### config.mk
export PLATFORM = sky130hd
export DESIGN_NAME = cal_clock_ctrl
export DESIGN_NICKNAME = d
export VERILOG_FILES = /design/src/rtl/cal_pkg.sv /design/src/rtl/cal_timekeep.sv /design/src/rtl/cal_alarm_set.sv /design/src/rtl/cal_menu.sv /design/src/rtl/cal_view.sv /design/src/rtl/cal_clock_ctrl.sv
export SDC_FILE = /design/constraint.sdc
export NUM_CORES = 1
export LEC_CHECK = 0
export BUFFER_PORTS_ARGS = -buffer_cell sky130_fd_sc_hd__buf_2
export CORE_MARGIN = 4
export CORE_UTILIZATION = 55
export DETAILED_ROUTE_END_ITERATION = 8
export PLACE_DENSITY = 0.73
export SLEW_MARGIN = 30
export SYNTH_ARGS = -nofsm -noshare
export SYNTH_HDL_FRONTEND = slang
export SYNTH_SLANG_ARGS = --single-unit
### constraint.sdc
create_clock -name clk -period 2.7 [get_ports clk]
set_input_delay 0.135 -clock clk [delete_from_list [all_inputs] [get_ports clk]]
set_output_delay 0.135 -clock clk [all_outputs]
set_load 0.05 [all_outputs]
### src/rtl/cal_pkg.sv
package cal_pkg;

   localparam int VAL_W = 7;
   typedef logic [VAL_W-1:0] val_t;

   typedef enum logic [3:0] {
      ST_TIME  = 4'd0,
      ST_DATE  = 4'd1,
      ST_ALARM = 4'd2,
      ST_SMIN  = 4'd3,
      ST_SHR   = 4'd4,
      ST_SDAY  = 4'd5,
      ST_SMON  = 4'd6,
      ST_SYR   = 4'd7,
      ST_AMIN  = 4'd8,
      ST_AHR   = 4'd9
   } menu_st_e;

   typedef enum logic [2:0] {
      FLD_NONE = 3'd0,
      FLD_MIN  = 3'd1,
      FLD_HR   = 3'd2,
      FLD_DAY  = 3'd3,
      FLD_MON  = 3'd4,
      FLD_YR   = 3'd5,
      FLD_AMIN = 3'd6,
      FLD_AHR  = 3'd7
   } fld_e;

   localparam logic [2:0] BLK_NONE  = 3'b000;
   localparam logic [2:0] BLK_LEFT  = 3'b100;
   localparam logic [2:0] BLK_MID   = 3'b010;
   localparam logic [2:0] BLK_RIGHT = 3'b001;

   function automatic val_t sat_step(input val_t cur, input logic inc,
                                     input logic dec, input val_t lo, input val_t hi);
      if (inc)      return (cur >= hi) ? cur : cur + 1'b1;
      else if (dec) return (cur <= lo) ? cur : cur - 1'b1;
      else          return cur;
   endfunction

   function automatic logic is_setting(input menu_st_e s);
      case (s)
         ST_SMIN, ST_SHR, ST_SDAY, ST_SMON, ST_SYR, ST_AMIN, ST_AHR: return 1'b1;
         default: return 1'b0;
      endcase
   endfunction

   function automatic fld_e state_field(input menu_st_e s);
      case (s)
         ST_SMIN: return FLD_MIN;
         ST_SHR:  return FLD_HR;
         ST_SDAY: return FLD_DAY;
         ST_SMON: return FLD_MON;
         ST_SYR:  return FLD_YR;
         ST_AMIN: return FLD_AMIN;
         ST_AHR:  return FLD_AHR;
         default: return FLD_NONE;
      endcase
   endfunction

   // position of a calendar field in the carry chain; 7 = not in the chain
   function automatic logic [2:0] chain_idx(input fld_e f);
      case (f)
         FLD_MIN: return 3'd1;
         FLD_HR:  return 3'd2;
         FLD_DAY: return 3'd3;
         FLD_MON: return 3'd4;
         FLD_YR:  return 3'd5;
         default: return 3'd7;
      endcase
   endfunction

endpackage

### src/rtl/cal_timekeep.sv
module cal_timekeep
   import cal_pkg::*;
#(
   parameter int SEC_PER_MIN = 60,
   parameter int MIN_PER_HR  = 60,
   parameter int HR_PER_DAY  = 24,
   parameter int DAY_PER_MON = 30,
   parameter int MON_PER_YR  = 12,
   parameter int YR_SPAN     = 100
) (
   input  logic clk,
   input  logic rst,
   input  logic tick,
   input  logic ed_inc,
   input  logic ed_dec,
   input  fld_e ed_fld,
   output val_t sec_o,
   output val_t min_o,
   output val_t hr_o,
   output val_t day_o,
   output val_t mon_o,
   output val_t yr_o
);

   localparam int NF = 6;
   localparam val_t LO [NF] = '{val_t'(0), val_t'(0), val_t'(0),
                                val_t'(1), val_t'(1), val_t'(0)};
   localparam val_t HI [NF] = '{val_t'(SEC_PER_MIN-1), val_t'(MIN_PER_HR-1),
                                val_t'(HR_PER_DAY-1),  val_t'(DAY_PER_MON),
                                val_t'(MON_PER_YR),    val_t'(YR_SPAN-1)};

   initial begin : elab_chk
      AST_PARAM_FIT: assert (YR_SPAN <= 2**VAL_W && SEC_PER_MIN <= 2**VAL_W &&
                             MIN_PER_HR <= 2**VAL_W && DAY_PER_MON < 2**VAL_W &&
                             MON_PER_YR < 2**VAL_W && HR_PER_DAY < 2**VAL_W)
         else $error("field limit exceeds value width");
      AST_PARAM_MIN: assert (SEC_PER_MIN > 1 && MIN_PER_HR > 1 && HR_PER_DAY > 1 &&
                             DAY_PER_MON > 1 && MON_PER_YR > 1 && YR_SPAN > 1)
         else $error("field span too small");
   end

   logic [NF-1:0] carry;
   val_t          cur [NF];
   logic [2:0]    ed_pos;

   assign carry[0] = tick;
   assign ed_pos   = chain_idx(ed_fld);

   generate
      for (genvar gi = 0; gi < NF; gi++) begin : g_fld
         val_t q;
         val_t nxt;
         logic sel;

         assign sel     = (ed_inc | ed_dec) && (ed_pos == 3'(gi));
         assign cur[gi] = q;

         if (gi < NF-1) begin : g_carry
            assign carry[gi+1] = carry[gi] && (q == HI[gi]);
         end

         always_comb begin
            nxt = q;
            if (carry[gi]) nxt = (q == HI[gi]) ? LO[gi] : q + 1'b1;
            if (sel)       nxt = sat_step(q, ed_inc, ed_dec, LO[gi], HI[gi]);
         end

         always_ff @(posedge clk) begin
            if (rst) q <= LO[gi];
            else     q <= nxt;
         end
      end
   endgenerate

   assign sec_o = cur[0];
   assign min_o = cur[1];
   assign hr_o  = cur[2];
   assign day_o = cur[3];
   assign mon_o = cur[4];
   assign yr_o  = cur[5];

   AST_SEC_RANGE: assert property (@(posedge clk) disable iff (rst)
      sec_o <= HI[0]);
   AST_DAY_RANGE: assert property (@(posedge clk) disable iff (rst)
      day_o >= LO[3] && day_o <= HI[3]);
   AST_DAY_WRAP: assert property (@(posedge clk) disable iff (rst)
      (tick && !ed_inc && !ed_dec && sec_o == HI[0] && min_o == HI[1] &&
       hr_o == HI[2] && day_o == HI[3]) |=> (day_o == LO[3] && hr_o == LO[2]));
   AST_MIN_SAT: assert property (@(posedge clk) disable iff (rst)
      (ed_inc && ed_fld == FLD_MIN && min_o == HI[1]) |=> min_o == HI[1]);
   AST_SEC_NO_EDIT: assert property (@(posedge clk) disable iff (rst)
      ((ed_inc || ed_dec) && !tick) |=> $stable(sec_o));

endmodule

### src/rtl/cal_alarm_set.sv
module cal_alarm_set
   import cal_pkg::*;
#(
   parameter int MIN_PER_HR = 60,
   parameter int HR_PER_DAY = 24
) (
   input  logic clk,
   input  logic rst,
   input  logic ed_inc,
   input  logic ed_dec,
   input  fld_e ed_fld,
   output val_t ahr_o,
   output val_t amin_o
);

   localparam val_t AHR_OFF = val_t'(HR_PER_DAY);
   localparam val_t AMIN_HI = val_t'(MIN_PER_HR-1);

   initial begin : elab_chk
      AST_ALM_FIT: assert (HR_PER_DAY < 2**VAL_W && MIN_PER_HR <= 2**VAL_W)
         else $error("alarm limits exceed value width");
   end

   val_t ahr_q, amin_q;

   always_ff @(posedge clk) begin
      if (rst) begin
         ahr_q  <= AHR_OFF;
         amin_q <= '0;
      end else if (ed_fld == FLD_AHR) begin
         ahr_q  <= sat_step(ahr_q, ed_inc, ed_dec, '0, AHR_OFF);
      end else if (ed_fld == FLD_AMIN) begin
         amin_q <= sat_step(amin_q, ed_inc, ed_dec, '0, AMIN_HI);
      end
   end

   assign ahr_o  = ahr_q;
   assign amin_o = amin_q;

   AST_AHR_LIMIT: assert property (@(posedge clk) disable iff (rst)
      ahr_q <= AHR_OFF);
   AST_AHR_SAT: assert property (@(posedge clk) disable iff (rst)
      (ed_inc && ed_fld == FLD_AHR && ahr_q == AHR_OFF) |=> ahr_q == AHR_OFF);

endmodule

### src/rtl/cal_menu.sv
module cal_menu
   import cal_pkg::*;
#(
   parameter int TIMEOUT_S = 20
) (
   input  logic     clk,
   input  logic     rst,
   input  logic     tick,
   input  logic     k_mode,
   input  logic     k_adj,
   input  logic     k_up,
   input  logic     k_dn,
   output menu_st_e st_o,
   output logic     ed_inc_o,
   output logic     ed_dec_o,
   output fld_e     ed_fld_o
);

   localparam int IW = $clog2(TIMEOUT_S + 1);
   localparam logic [IW-1:0] TO_LAST = IW'(TIMEOUT_S - 1);

   initial begin : elab_chk
      AST_TO_POSITIVE: assert (TIMEOUT_S >= 1)
         else $error("timeout must be at least one tick");
   end

   menu_st_e      st, nxt;
   logic [IW-1:0] idle;
   logic          editing, any_key, expire;

   assign editing = is_setting(st);
   assign any_key = k_mode | k_adj | k_up | k_dn;
   assign expire  = editing && !any_key && tick && (idle == TO_LAST);

   always_comb begin
      nxt = st;
      case (st)
         ST_TIME:  if (k_adj) nxt = ST_SMIN; else if (k_mode) nxt = ST_DATE;
         ST_DATE:  if (k_mode) nxt = ST_ALARM;
         ST_ALARM: if (k_adj) nxt = ST_AMIN; else if (k_mode) nxt = ST_TIME;
         ST_SMIN:  if (k_adj) nxt = ST_TIME; else if (k_mode) nxt = ST_SHR;
         ST_SHR:   if (k_adj) nxt = ST_TIME; else if (k_mode) nxt = ST_SDAY;
         ST_SDAY:  if (k_adj) nxt = ST_TIME; else if (k_mode) nxt = ST_SMON;
         ST_SMON:  if (k_adj) nxt = ST_TIME; else if (k_mode) nxt = ST_SYR;
         ST_SYR:   if (k_adj) nxt = ST_TIME; else if (k_mode) nxt = ST_SMIN;
         ST_AMIN:  if (k_adj) nxt = ST_ALARM; else if (k_mode) nxt = ST_AHR;
         ST_AHR:   if (k_adj) nxt = ST_ALARM; else if (k_mode) nxt = ST_AMIN;
         default:  nxt = ST_TIME;
      endcase
      if (expire) nxt = ST_TIME;
   end

   always_ff @(posedge clk) begin
      if (rst) begin
         st   <= ST_TIME;
         idle <= '0;
      end else begin
         st <= nxt;
         if (!editing || any_key) idle <= '0;
         else if (tick)           idle <= (idle == TO_LAST) ? '0 : idle + 1'b1;
      end
   end

   assign st_o     = st;
   assign ed_inc_o = editing && k_up && !k_adj && !k_mode;
   assign ed_dec_o = editing && k_dn && !k_adj && !k_mode && !k_up;
   assign ed_fld_o = state_field(st);

   AST_TIMEOUT_EXIT: assert property (@(posedge clk) disable iff (rst)
      (editing && tick && !any_key && idle == TO_LAST) |=> st == ST_TIME);
   AST_CONFIRM: assert property (@(posedge clk) disable iff (rst)
      (st >= ST_SMIN && st <= ST_SYR && k_adj) |=> st == ST_TIME);
   AST_ADJ_DATE_IGNORED: assert property (@(posedge clk) disable iff (rst)
      (st == ST_DATE && k_adj && !k_mode) |=> st == ST_DATE);
   AST_TIME_ENTER: assert property (@(posedge clk) disable iff (rst)
      (st == ST_TIME && k_adj) |=> st == ST_SMIN);

endmodule

### src/rtl/cal_view.sv
module cal_view
   import cal_pkg::*;
(
   input  logic       clk,
   input  logic       rst,
   input  menu_st_e   st,
   input  val_t       sec,
   input  val_t       min,
   input  val_t       hr,
   input  val_t       day,
   input  val_t       mon,
   input  val_t       yr,
   input  val_t       ahr,
   input  val_t       amin,
   output val_t       left_o,
   output val_t       mid_o,
   output val_t       right_o,
   output logic [2:0] blink_o
);

   always_comb begin
      case (st)
         ST_DATE, ST_SDAY, ST_SMON, ST_SYR: begin
            left_o = yr;  mid_o = mon;  right_o = day;
         end
         ST_ALARM, ST_AMIN, ST_AHR: begin
            left_o = ahr; mid_o = amin; right_o = '0;
         end
         default: begin
            left_o = hr;  mid_o = min;  right_o = sec;
         end
      endcase
   end

   always_comb begin
      case (st)
         ST_SMIN, ST_SMON, ST_AMIN: blink_o = BLK_MID;
         ST_SHR, ST_SYR, ST_AHR:    blink_o = BLK_LEFT;
         ST_SDAY:                   blink_o = BLK_RIGHT;
         default:                   blink_o = BLK_NONE;
      endcase
   end

   AST_BLINK_ONEHOT: assert property (@(posedge clk) disable iff (rst)
      $onehot0(blink_o));
   AST_BLINK_EDIT: assert property (@(posedge clk) disable iff (rst)
      is_setting(st) |-> $countones(blink_o) == 1);

endmodule

### src/rtl/cal_clock_ctrl.sv
module cal_clock_ctrl
   import cal_pkg::*;
#(
   parameter int SEC_PER_MIN = 60,
   parameter int MIN_PER_HR  = 60,
   parameter int HR_PER_DAY  = 24,
   parameter int DAY_PER_MON = 30,
   parameter int MON_PER_YR  = 12,
   parameter int YR_SPAN     = 100,
   parameter int TIMEOUT_S   = 20
) (
   input  logic             clk,
   input  logic             rst,
   input  logic             sec_tick_i,
   input  logic             key_mode_i,
   input  logic             key_adj_i,
   input  logic             key_up_i,
   input  logic             key_dn_i,
   output logic [VAL_W-1:0] disp_left_o,
   output logic [VAL_W-1:0] disp_mid_o,
   output logic [VAL_W-1:0] disp_right_o,
   output logic [2:0]       blink_sel_o,
   output logic [VAL_W-1:0] alarm_hr_o,
   output logic [VAL_W-1:0] alarm_min_o
);

   menu_st_e st;
   logic     ed_inc, ed_dec;
   fld_e     ed_fld;
   val_t     sec, min, hr, day, mon, yr, ahr, amin;

   cal_menu #(.TIMEOUT_S(TIMEOUT_S)) i_menu (
      .clk(clk), .rst(rst), .tick(sec_tick_i),
      .k_mode(key_mode_i), .k_adj(key_adj_i), .k_up(key_up_i), .k_dn(key_dn_i),
      .st_o(st), .ed_inc_o(ed_inc), .ed_dec_o(ed_dec), .ed_fld_o(ed_fld)
   );

   cal_timekeep #(
      .SEC_PER_MIN(SEC_PER_MIN), .MIN_PER_HR(MIN_PER_HR), .HR_PER_DAY(HR_PER_DAY),
      .DAY_PER_MON(DAY_PER_MON), .MON_PER_YR(MON_PER_YR), .YR_SPAN(YR_SPAN)
   ) i_timekeep (
      .clk(clk), .rst(rst), .tick(sec_tick_i),
      .ed_inc(ed_inc), .ed_dec(ed_dec), .ed_fld(ed_fld),
      .sec_o(sec), .min_o(min), .hr_o(hr), .day_o(day), .mon_o(mon), .yr_o(yr)
   );

   cal_alarm_set #(.MIN_PER_HR(MIN_PER_HR), .HR_PER_DAY(HR_PER_DAY)) i_alarm (
      .clk(clk), .rst(rst), .ed_inc(ed_inc), .ed_dec(ed_dec), .ed_fld(ed_fld),
      .ahr_o(ahr), .amin_o(amin)
   );

   cal_view i_view (
      .clk(clk), .rst(rst), .st(st),
      .sec(sec), .min(min), .hr(hr), .day(day), .mon(mon), .yr(yr),
      .ahr(ahr), .amin(amin),
      .left_o(disp_left_o), .mid_o(disp_mid_o), .right_o(disp_right_o),
      .blink_o(blink_sel_o)
   );

   assign alarm_hr_o  = ahr;
   assign alarm_min_o = amin;

   AST_RESET_PAGE: assert property (@(posedge clk)
      $fell(rst) |-> (blink_sel_o == BLK_NONE && disp_mid_o == '0));

endmodule

---- After elaboration in Yosys (flattened, before gate mapping) ----
Index checks and enable logic that the tools add are counted.
word-level totals
  input bits .............................. 7
  output and inout bits ................... 38
  flip-flop bits (word level) ............. 65
operators by class
  magnitude comparators ................... 16
  mux-type cells .......................... 78
  bitwise logic cells ..................... 5
  add/sub/neg operators ................... 17
  reductions and logical operators ........ 52
  eq/ne operators ......................... 60
operators by type and width
  cell                                                                                 number
  7-bit 2-to-1 mux                                                                     50
  4-bit 2-to-1 mux                                                                     19
  7-bit by 1-bit adder with 7-bit output, second input constant                        8
  7-bit by 1-bit less-or-equal comparator with 1-bit output, second input constant     8
  7-bit by 1-bit subtractor with 7-bit output, second input constant                   8
  3-bit != test, second input constant                                                 15
  7-bit one-hot mux with 2 select lines                                                3
  4-bit one-hot mux with 10 select lines                                               1
  4-bit AND reduction                                                                  7
  7-bit by 5-bit greater-or-equal comparator with 1-bit output, second input constant  3
  7-bit by 6-bit greater-or-equal comparator with 1-bit output, second input constant  3
  1-bit logical AND                                                                    21
  3-bit one-hot mux with 7 select lines                                                1
  3-bit == test, second input constant                                                 6
  3-bit by 1-bit != test with 1-bit output, second input constant                      6
  3-bit by 2-bit != test with 1-bit output, second input constant                      6
  4-bit by 3-bit == test with 1-bit output, second input constant                      4
  3-bit one-hot mux with 5 select lines                                                1
  7-bit by 5-bit == test with 1-bit output, second input constant                      2
  7-bit by 6-bit == test with 1-bit output, second input constant                      2
  2-bit nonzero test                                                                   7
  3-bit by 2-bit == test with 1-bit output, second input constant                      4
  2-bit != test, second input constant                                                 5
  10-bit AND reduction                                                                 1
  other kinds (24)                                                                     37

---- Logic depth before layout (Yosys ltp) ----
Gate-level depths: netlist of the first run.
  depth after elaboration ................. 11
  gate-level depth with buffers ........... 12
  depth with buffers taken out ............ 10

---- Hierarchy ----
Synthesis of the first run repeated with hierarchy kept, for this count alone.
second synthesis, totals
  cell total of the unflattened synthesis .. 748
  area, all modules ....................... 5,963.2 µm²
by module, submodules not included
  module         area each (µm²)  times used  cells each  seq. area each (µm²)
  cal_timekeep   3,522.1          1           452         840.8
  cal_alarm_set  1,147.4          1           130         280.3
  cal_view       693.2            1           95          0.0
  cal_menu       600.6            1           71          180.2

---- Worst setup path after synthesis of the first run ----
Ideal clock, no wire load.
  kind .................................... reg2reg
  from .................................... reg i_menu.st[3] (netlist: i_menu.st_o[3])
  to ...................................... reg i_alarm.amin_q[6] (netlist: i_alarm.amin_o[6])
  data required time ...................... 2,630 ps
  setup slack ............................. -61 ps
  setup time .............................. 70 ps
  period minus slack after synthesis ...... 2,761 ps
  cell stages (with the launch flop) ...... 13
  data arrival time ....................... 2,691 ps
  path through ............................ dfxtp_1 > clkbuf_1 > a211oi_2 > nor3_4 > inv_4 > buf_6 > fa_1 > a21o_1 > a21oi_1 > o21ai_0 > xnor2_1 > or3_1 > a21oi_1
between the ends
  word-level cells in the longest chain between the ends .. 9
  elaborated cells between the ends (all ways) .. 25
ends and longest elaborated chain
  what                                                              line                          RTL
  start: declaration                                                cal_menu.sv:27                menu_st_e st, nxt;
  start signal: assignment                                          cal_menu.sv:58                st <= nxt;
  4-bit by 2-bit == test with 1-bit output (tied with other cells)  cal_pkg.sv:43, cal_pkg.sv:50
  7-bit OR reduction                                                cal_pkg.sv:43                 case (s)
  1-bit 2-to-1 mux                                                  cal_pkg.sv:43
  1-bit logical AND (4 in a row)                                    cal_menu.sv:66                assign ed_dec_o = editing && k_dn && !k_adj && !k_mode && !k_up;
  2-bit nonzero test (no source line)                               --
  5-bit AND reduction (no source line)                              --
  end signal: assignment                                            cal_alarm_set.sv:33           amin_q <= sat_step(amin_q, ed_inc, ed_dec, '0, AMIN_HI);
  end: declaration                                                  cal_alarm_set.sv:24           val_t ahr_q, amin_q;
Several ways; a longest one is shown, not always the timed one.
A chain may end at the register's enable or synchronous reset.

---- Worst setup path after layout of the first run ----
  from .................................... reg i_menu.st[2] (netlist: i_menu.st_o[2])
  to ...................................... reg i_alarm.amin_q[5] (netlist: i_alarm.amin_o[5])
Same word-level chain as after synthesis.

==> impl_metrics.csv, run 1 <==
group,metric,value,unit
global_routing,grt.total_usage,0.2672,
clock_network,cts_made_buffers,9,
power_and_ir_drop,p_leak,2.507,nW
power_and_ir_drop,powerDensity,381.6,mW/mm^2
hold_path,whs_endpoint,"i_menu.st_o[2]",
placed_design,dpl_cell_area,0.005777,mm^2
clock_network,root_buffer,"clkbuf_8",
critical_path,startpoint_type,"register",
finish,fin_nets,786,
finish,fill_cells,838,
synthesis,synth_top_area_share,0.2441,
routing,first_pass_iters,5,
timing,setup_viol,0,
floorplanning,io_pins,45,
job,cap_violations,0,
critical_path,r2r_slack,0.16,ns
critical_path,required,2.99,ns
routing,vias_per_cell,6.243,
routing,drt_iter0_drc,394,
critical_path,critPathArrivalTime,2.83,ns
placed_design,dp_hpwl,10.88,mm
hold_path,hold_path_startpoint,"key_adj_i",
critical_path,critical_path_class,"reg2reg",
timing,period_minus_slack,2.542,ns
routing,wl_per_cell,16.82,um
placed_design,place.gp.congestion,0.9119,
synthesis,yosys_warnings,0,
synthesis,synth_edf_count,0,
timing,fin_crit_sh,0.9416,
routing,route.antenna.remaining_nets,0,
finish,multiInputGateArea,0.003774,mm^2
global_routing,grt_max_degree,30,
synthesis,yosys-top-cells-count,"88 x nand2_1, 73 x nor2_1, 65 x dfxtp_1, 39 x a21oi_1, 36 x nand3_1",
synthesis,syn_nets,735,
power_and_ir_drop,ir_drop,239.3,uV
critical_path,r2r_end,"i_alarm.amin_o[5]",
finish,seq_area,0.001301,mm^2
clock_network,cts.sinks,65,
finish,area_growth,13.96,%
timing,tightestPinTransition,0.6615,ns
synthesis,synthMostInstantiatedCell,"nand2_1",
synthesis,syn_area_per_cell,7.649,um^2
critical_path,worstReg2RegStart,"i_menu.st_o[2]",
timing,timing.fmax,0.3933,GHz
clock_network,clk_path_buf_depth,2,
finish,drive_gt1_frac,0.1928,
placed_design,portBuffers,44,
timing,tns,0,ns
floorplanning,die_h,106.5,um
synthesis,synth-seq-cells,65,
critical_path,crit_path_end_kind,"register",
synthesis,synthTopCellsByArea,"dfxtp_1 24%, ha_1 6.8%, nand2_1 6.2%",
clock_network,clk_pin_slew,0.07,ns
finish,diodes,0,
synthesis,ys_seq_area_frac,0.2441,
timing,finalHoldViolations,0,
timing,finalMaxSlewViolations,0,
clock_network,htree_levels,3,
global_routing,grt_pass1_wl,24.99,mm
synthesis,synthDistinctLibCells,87,
floorplanning,core,0.009328,mm^2
global_routing,grt_pass1_vias,5337,
synthesis,netlist_area,0.005331,mm^2
routing,wirelength,14.82,mm
global_routing,overflow,0,
floorplanning,start_util,0.5716,
routing,vias,5500,
critical_path,cp_max_fo,9,
global_routing,grt_antenna_before_repair,0,
synthesis,ys_async_sr_fraction,0,
finish,fin_area,0.006076,mm^2
hold_path,whs_path_depth,3,
critical_path,r2r_cells,9,
floorplanning,die_area,0.01133,mm^2
synthesis,ys.flop_type,"dfxtp_1",
floorplanning,rows,35,
routing,drc_errors,0,
floorplanning,fp.dieW,106.5,um
run_status,status,"finished clean",
placed_design,pre_cts_slack,0.05158,ns
timing,skew,0.01091,ns
synthesis,synthCells,697,
clock_network,clk_latency,0.35,ns
clock_network,cts_tree,"built",
hold_path,hold_class,"in2reg",
synthesis,yosysTopAreaCell,"dfxtp_1",
timing,max_slew_margin,0.5556,
timing,setup_ws,0.1576,ns
[how the worst max path moves through the flow]
stage | startpoint | end | cells past startpoint
4_1_cts | i_timekeep.min_o[1] | i_timekeep.yr_o[6] | 7
5_1_grt | i_timekeep.min_o[1] | i_timekeep.yr_o[3] | 7
6_report | i_menu.st_o[2] | i_alarm.amin_o[5] | 9
2_1_floorplan | key_up_i | i_alarm.amin_o[6] | 12
3_3_place_gp | key_up_i | i_alarm.amin_o[6] | 11
3_5_place_dp | key_up_i | i_alarm.amin_o[5] | 11
[per-stage QoR]
stage,hold WS (ns),util,std cells,total power [mW]
CTS,0.1529,0.6433,875,2.329
detailed placement,0.4991,0.6193,860,1.410
floorplan,0.3784,-,697,1.294
global placement,0.4774,0.6193,860,1.401
finish,0.1719,0.6514,881,2.319
global route,0.1914,0.6514,881,2.400
[placed cells by master, fill, tap and decap left out, types with 6 or more instances in the layout]
master / count
nand2_1: 88
nor2_1: 72
dfxtp_1: 65
buf_2: 44
buf_4: 39
nand3_1: 36
a21oi_1: 36
o21ai_0: 34
ha_1: 28
inv_1: 22
nor3_1: 21
mux2i_1: 21
xor2_1: 14
xnor2_1: 13
nand4_1: 13
clkbuf_8: 13
a311oi_1: 12
a22oi_1: 11
nand2b_1: 8
nor2b_1: 8
a221o_1: 6
or3_1: 6
a31oi_1: 6
a21o_1: 6
mux2_2: 6
[cell type report]
| type | count | area share |
|---|---|---|
| Multi-Input combinational cell | 564 | 0.6211 |
| Sequential cell | 65 | 0.2142 |
| Timing Repair Buffer | 84 | 0.08773 |
| Clock buffer | 13 | 0.02945 |
| Tap cell | 129 | 0.02657 |
| Inverter | 24 | 0.01524 |
| Clock inverter | 2 | 0.005766 |
[report_power, final]
group	leakage, nW	switching, mW	internal, mW
clock	0.112	0.398	0.522
combinational	1.87	0.284	0.132
sequential	0.525	0.0143	0.969
total	2.51	0.697	1.62
[cell families after synthesis]
logic type / synth area share
buffers and inverters: 0.05773
adder cells (fa/ha/maj): 0.07557
XOR/XNOR: 0.04436
multiplexers: 0.06454
AND/OR/NAND/NOR: 0.2917
flip-flops: 0.2441
AO/OA/AOI/OAI: 0.2220
[per-layer routing]
metal | wire length [um] | global-route usage
met1 | 6183 | 0.3263
met2 | 7173 | 0.4529
met3 | 922 | 0.04372
met4 | 537 | 0.1361
met5 | 0 | 0
[sequential cells by signal (all words and copies together) (netlist names), 5 cells and up]
name              cells
i_timekeep.day_o      7
i_timekeep.mon_o      7
i_timekeep.min_o      7
i_alarm.amin_o        7
i_alarm.ahr_o         7
i_menu.idle           5
i_timekeep.sec_o      7
i_timekeep.hr_o       7
i_timekeep.yr_o       7
[worst max-delay path, cell delays in order (launching register included)]
cell	delay (ns)
dfxtp_1	0.36
o21a_1	0.24
nor3_4	0.27
inv_4	0.10
buf_4	0.17
ha_1	0.33
or4b_2	0.69
o2111ai_1	0.13
mux2i_1	0.10
nor2_1	0.09
[repair_timing]
item	4_1_cts	5_1_grt
setup endpoints to repair	5	13
gates resized for setup	2	4
hold buffers	0	0
buffers inserted	0	6
endpoints found under the hold margin	0	0
pin swaps	0	3
Power figures use the tool's default switching activity.
==> run 2, diff against run 1 <==
--- a/config.mk
+++ b/config.mk
@@ -7,10 +7,11 @@
 export LEC_CHECK = 0
 export BUFFER_PORTS_ARGS = -buffer_cell sky130_fd_sc_hd__buf_2
 export CORE_MARGIN = 4
-export CORE_UTILIZATION = 55
+export CORE_UTILIZATION = 57
+export CTS_BUF_LIST = sky130_fd_sc_hd__clkbuf_4
 export DETAILED_ROUTE_END_ITERATION = 8
-export PLACE_DENSITY = 0.73
-export SLEW_MARGIN = 30
+export PLACE_DENSITY = 0.76
+export SLEW_MARGIN = 20
 export SYNTH_ARGS = -nofsm -noshare
 export SYNTH_HDL_FRONTEND = slang
 export SYNTH_SLANG_ARGS = --single-unit
==> impl_metrics.csv, run 2 (synthesis gave the netlist of run 1 again) <==
group,metric,value,unit
critical_path,r2r_slack,0.18,ns
timing,period_minus_slack,2.523,ns
clock_network,cts_made_buffers,9,
routing,wl_per_cell,16.84,um
placed_design,portBuffers,44,
clock_network,cts_tree,"built",
power_and_ir_drop,ir_drop,214.6,uV
global_routing,grt_max_degree,28,
hold_path,hold_path_startpoint,"key_adj_i",
run_status,status,"finished clean",
finish,area_growth,10.98,%
finish,seq_area,0.001304,mm^2
critical_path,critPathArrivalTime,2.88,ns
global_routing,grt_pass1_wl,24.05,mm
floorplanning,fp.dieW,104.7,um
critical_path,startpoint_type,"register",
floorplanning,rows,35,
clock_network,cts.sinks,65,
power_and_ir_drop,power,1.984,mW
critical_path,required,3.05,ns
critical_path,crit_chain,"o21a_1 > nor3_4 > inv_4 > fa_1 > a21o_1 > a21oi_2 > o21ai_1 > xnor2_1 > or3_1 > a21oi_1",
power_and_ir_drop,p_switching,0.6747,mW
hold_path,whs_path_depth,3,
timing,max_slew_margin,0.5331,
finish,final_common_cell,"nand2_1",
routing,first_pass_iters,6,
critical_path,slowest_delay,0.41,ns
global_routing,grt_pass1_vias,5117,
critical_path,critical_path_class,"reg2reg",
critical_path,r2r_cells,10,
critical_path,cp_max_fo,12,
power_and_ir_drop,comb_power_share,0.224,
power_and_ir_drop,powerDensity,335.4,mW/mm^2
finish,multiInputGateArea,0.003761,mm^2
hold_path,whs_endpoint,"i_menu.st_o[2]",
global_routing,grt_antenna_before_repair,0,
floorplanning,die_area,0.01096,mm^2
routing,drt_iter0_drc,387,
hold_path,hold_class,"in2reg",
timing,timing.fmax,0.3964,GHz
timing,tns,0,ns
timing,finalMaxSlewViolations,0,
placed_design,place.gp.congestion,0.9679,
timing,setup_viol,0,
finish,layout_common_cells,"88 x nand2_1, 72 x nor2_1, 63 x dfxtp_1",
floorplanning,die_h,104.7,um
global_routing,overflow,0,
power_and_ir_drop,power_frac_seq,0.497,
floorplanning,start_util,0.5825,
timing,skew,0.01380,ns
finish,fill_cells,804,
critical_path,worstReg2RegStart,"i_menu.st_o[2]",
finish,fin_nets,781,
timing,tightestPinTransition,0.6950,ns
routing,drc_errors,0,
clock_network,htree_levels,3,
clock_network,clk_pin_slew,0.11,ns
critical_path,cp_slowest_cell,"fa_1",
timing,finalHoldViolations,0,
power_and_ir_drop,p_clk_frac,0.279,
critical_path,r2r_end,"i_alarm.amin_o[6]",
floorplanning,io_pins,45,
clock_network,clk_path_buf_depth,2,
routing,wirelength,14.47,mm
power_and_ir_drop,power.internal,1.310,mW
finish,drive_gt1_frac,0.1845,
job,cap_violations,0,
routing,vias_per_cell,6.359,
critical_path,crit_path_end_kind,"register",
routing,vias,5462,
power_and_ir_drop,switching_share,0.3400,
power_and_ir_drop,p_leak,2.450,nW
floorplanning,core,0.009153,mm^2
placed_design,dp_hpwl,10.57,mm
timing,fin_crit_sh,0.9344,
global_routing,grt.total_usage,0.2599,
routing,route.antenna.remaining_nets,0,
clock_network,clk_latency,0.42,ns
finish,diodes,0,
clock_network,root_buffer,"clkbuf_4",
-- run 2: changes by cell type in the layout (fill, tap and decap cells not counted), sizes merged --
| cell | change |
|---|---|
| clkbuf | -3 |
| buf | -5 |
| clkinv | +5 |
| bufinv | -1 |
-- run 2: area by class of cell --
cell class              instances  area share
multi-input cells             564      0.6357
flip-flops and latches         65      0.2203
repair buffers                 79     0.08797
well taps                     111     0.02347
inverters                      24     0.01565
clock buffers                  10     0.01269
clock inverters                 6    0.004229
-- run 2: how the worst max path moves through the flow --
stage | startpoint | endpoint | cells after the start
after floorplan | key_up_i | i_alarm.amin_o[6] | 12
after global placement | key_up_i | i_alarm.amin_o[6] | 11
after detailed placement | key_up_i | i_alarm.amin_o[6] | 11
after CTS | i_menu.st_o[0] | disp_mid_o[1] | 8
after global routing | i_timekeep.min_o[1] | i_timekeep.mon_o[4] | 9
final | i_menu.st_o[2] | i_alarm.amin_o[6] | 10
-- run 2: critical path, delay by kind of cell, from the launching register on --
family / cells / cell delay, ns
AOI/OAI and AO/OA: 5 / 0.85
buffers and inverters: 1 / 0.12
DFF: 1 / 0.36
adders and majority gates: 1 / 0.41
xor gates and xnor gates: 1 / 0.13
and+or+nand+nor: 2 / 0.58
-- run 2: metrics by stage --
step / setup WS, ns / cells / utilization / hold slack (ns) / cell area [um^2]
finish: 0.1772 / 859 / 0.6465 / 0.1094 / 5917
global route: -0.01908 / 859 / 0.6465 / 0.1067 / 5917
CTS: 0.04589 / 855 / 0.6405 / 0.09126 / 5862
detailed placement: 0.05087 / 839 / 0.6276 / 0.4995 / 5744
global placement: 0.07627 / 839 / 0.6276 / 0.4752 / 5744
floorplan: -0.02527 / 697 / - / 0.3784 / 5339
-- run 2: routing by layer --
metal,GRT usage,share of wire,up-vias
met5,0,0,-
met4,0.09185,0.028,0
met3,0.04694,0.059,37
met2,0.4387,0.48,230
met1,0.3330,0.44,2557
li1,-,-,2638
-- run 2: power groups by stage --
stage,Clock (mW),Combinational [mW],Sequential [mW]
6_report,0.553,0.445,0.986
5_1_grt,0.603,0.474,0.989
4_1_cts,0.567,0.416,0.985
3_5_place_dp,0,0.405,1.01
3_3_place_gp,0,0.397,1.01
2_1_floorplan,0,0.290,1.00
-- run 2: what timing repair did --
item                       CTS  global route
pin swaps                    0             2
buffers inserted             0             4
hold buffers                 0             0
gates resized for setup      4             6
setup endpoints to repair   21            31
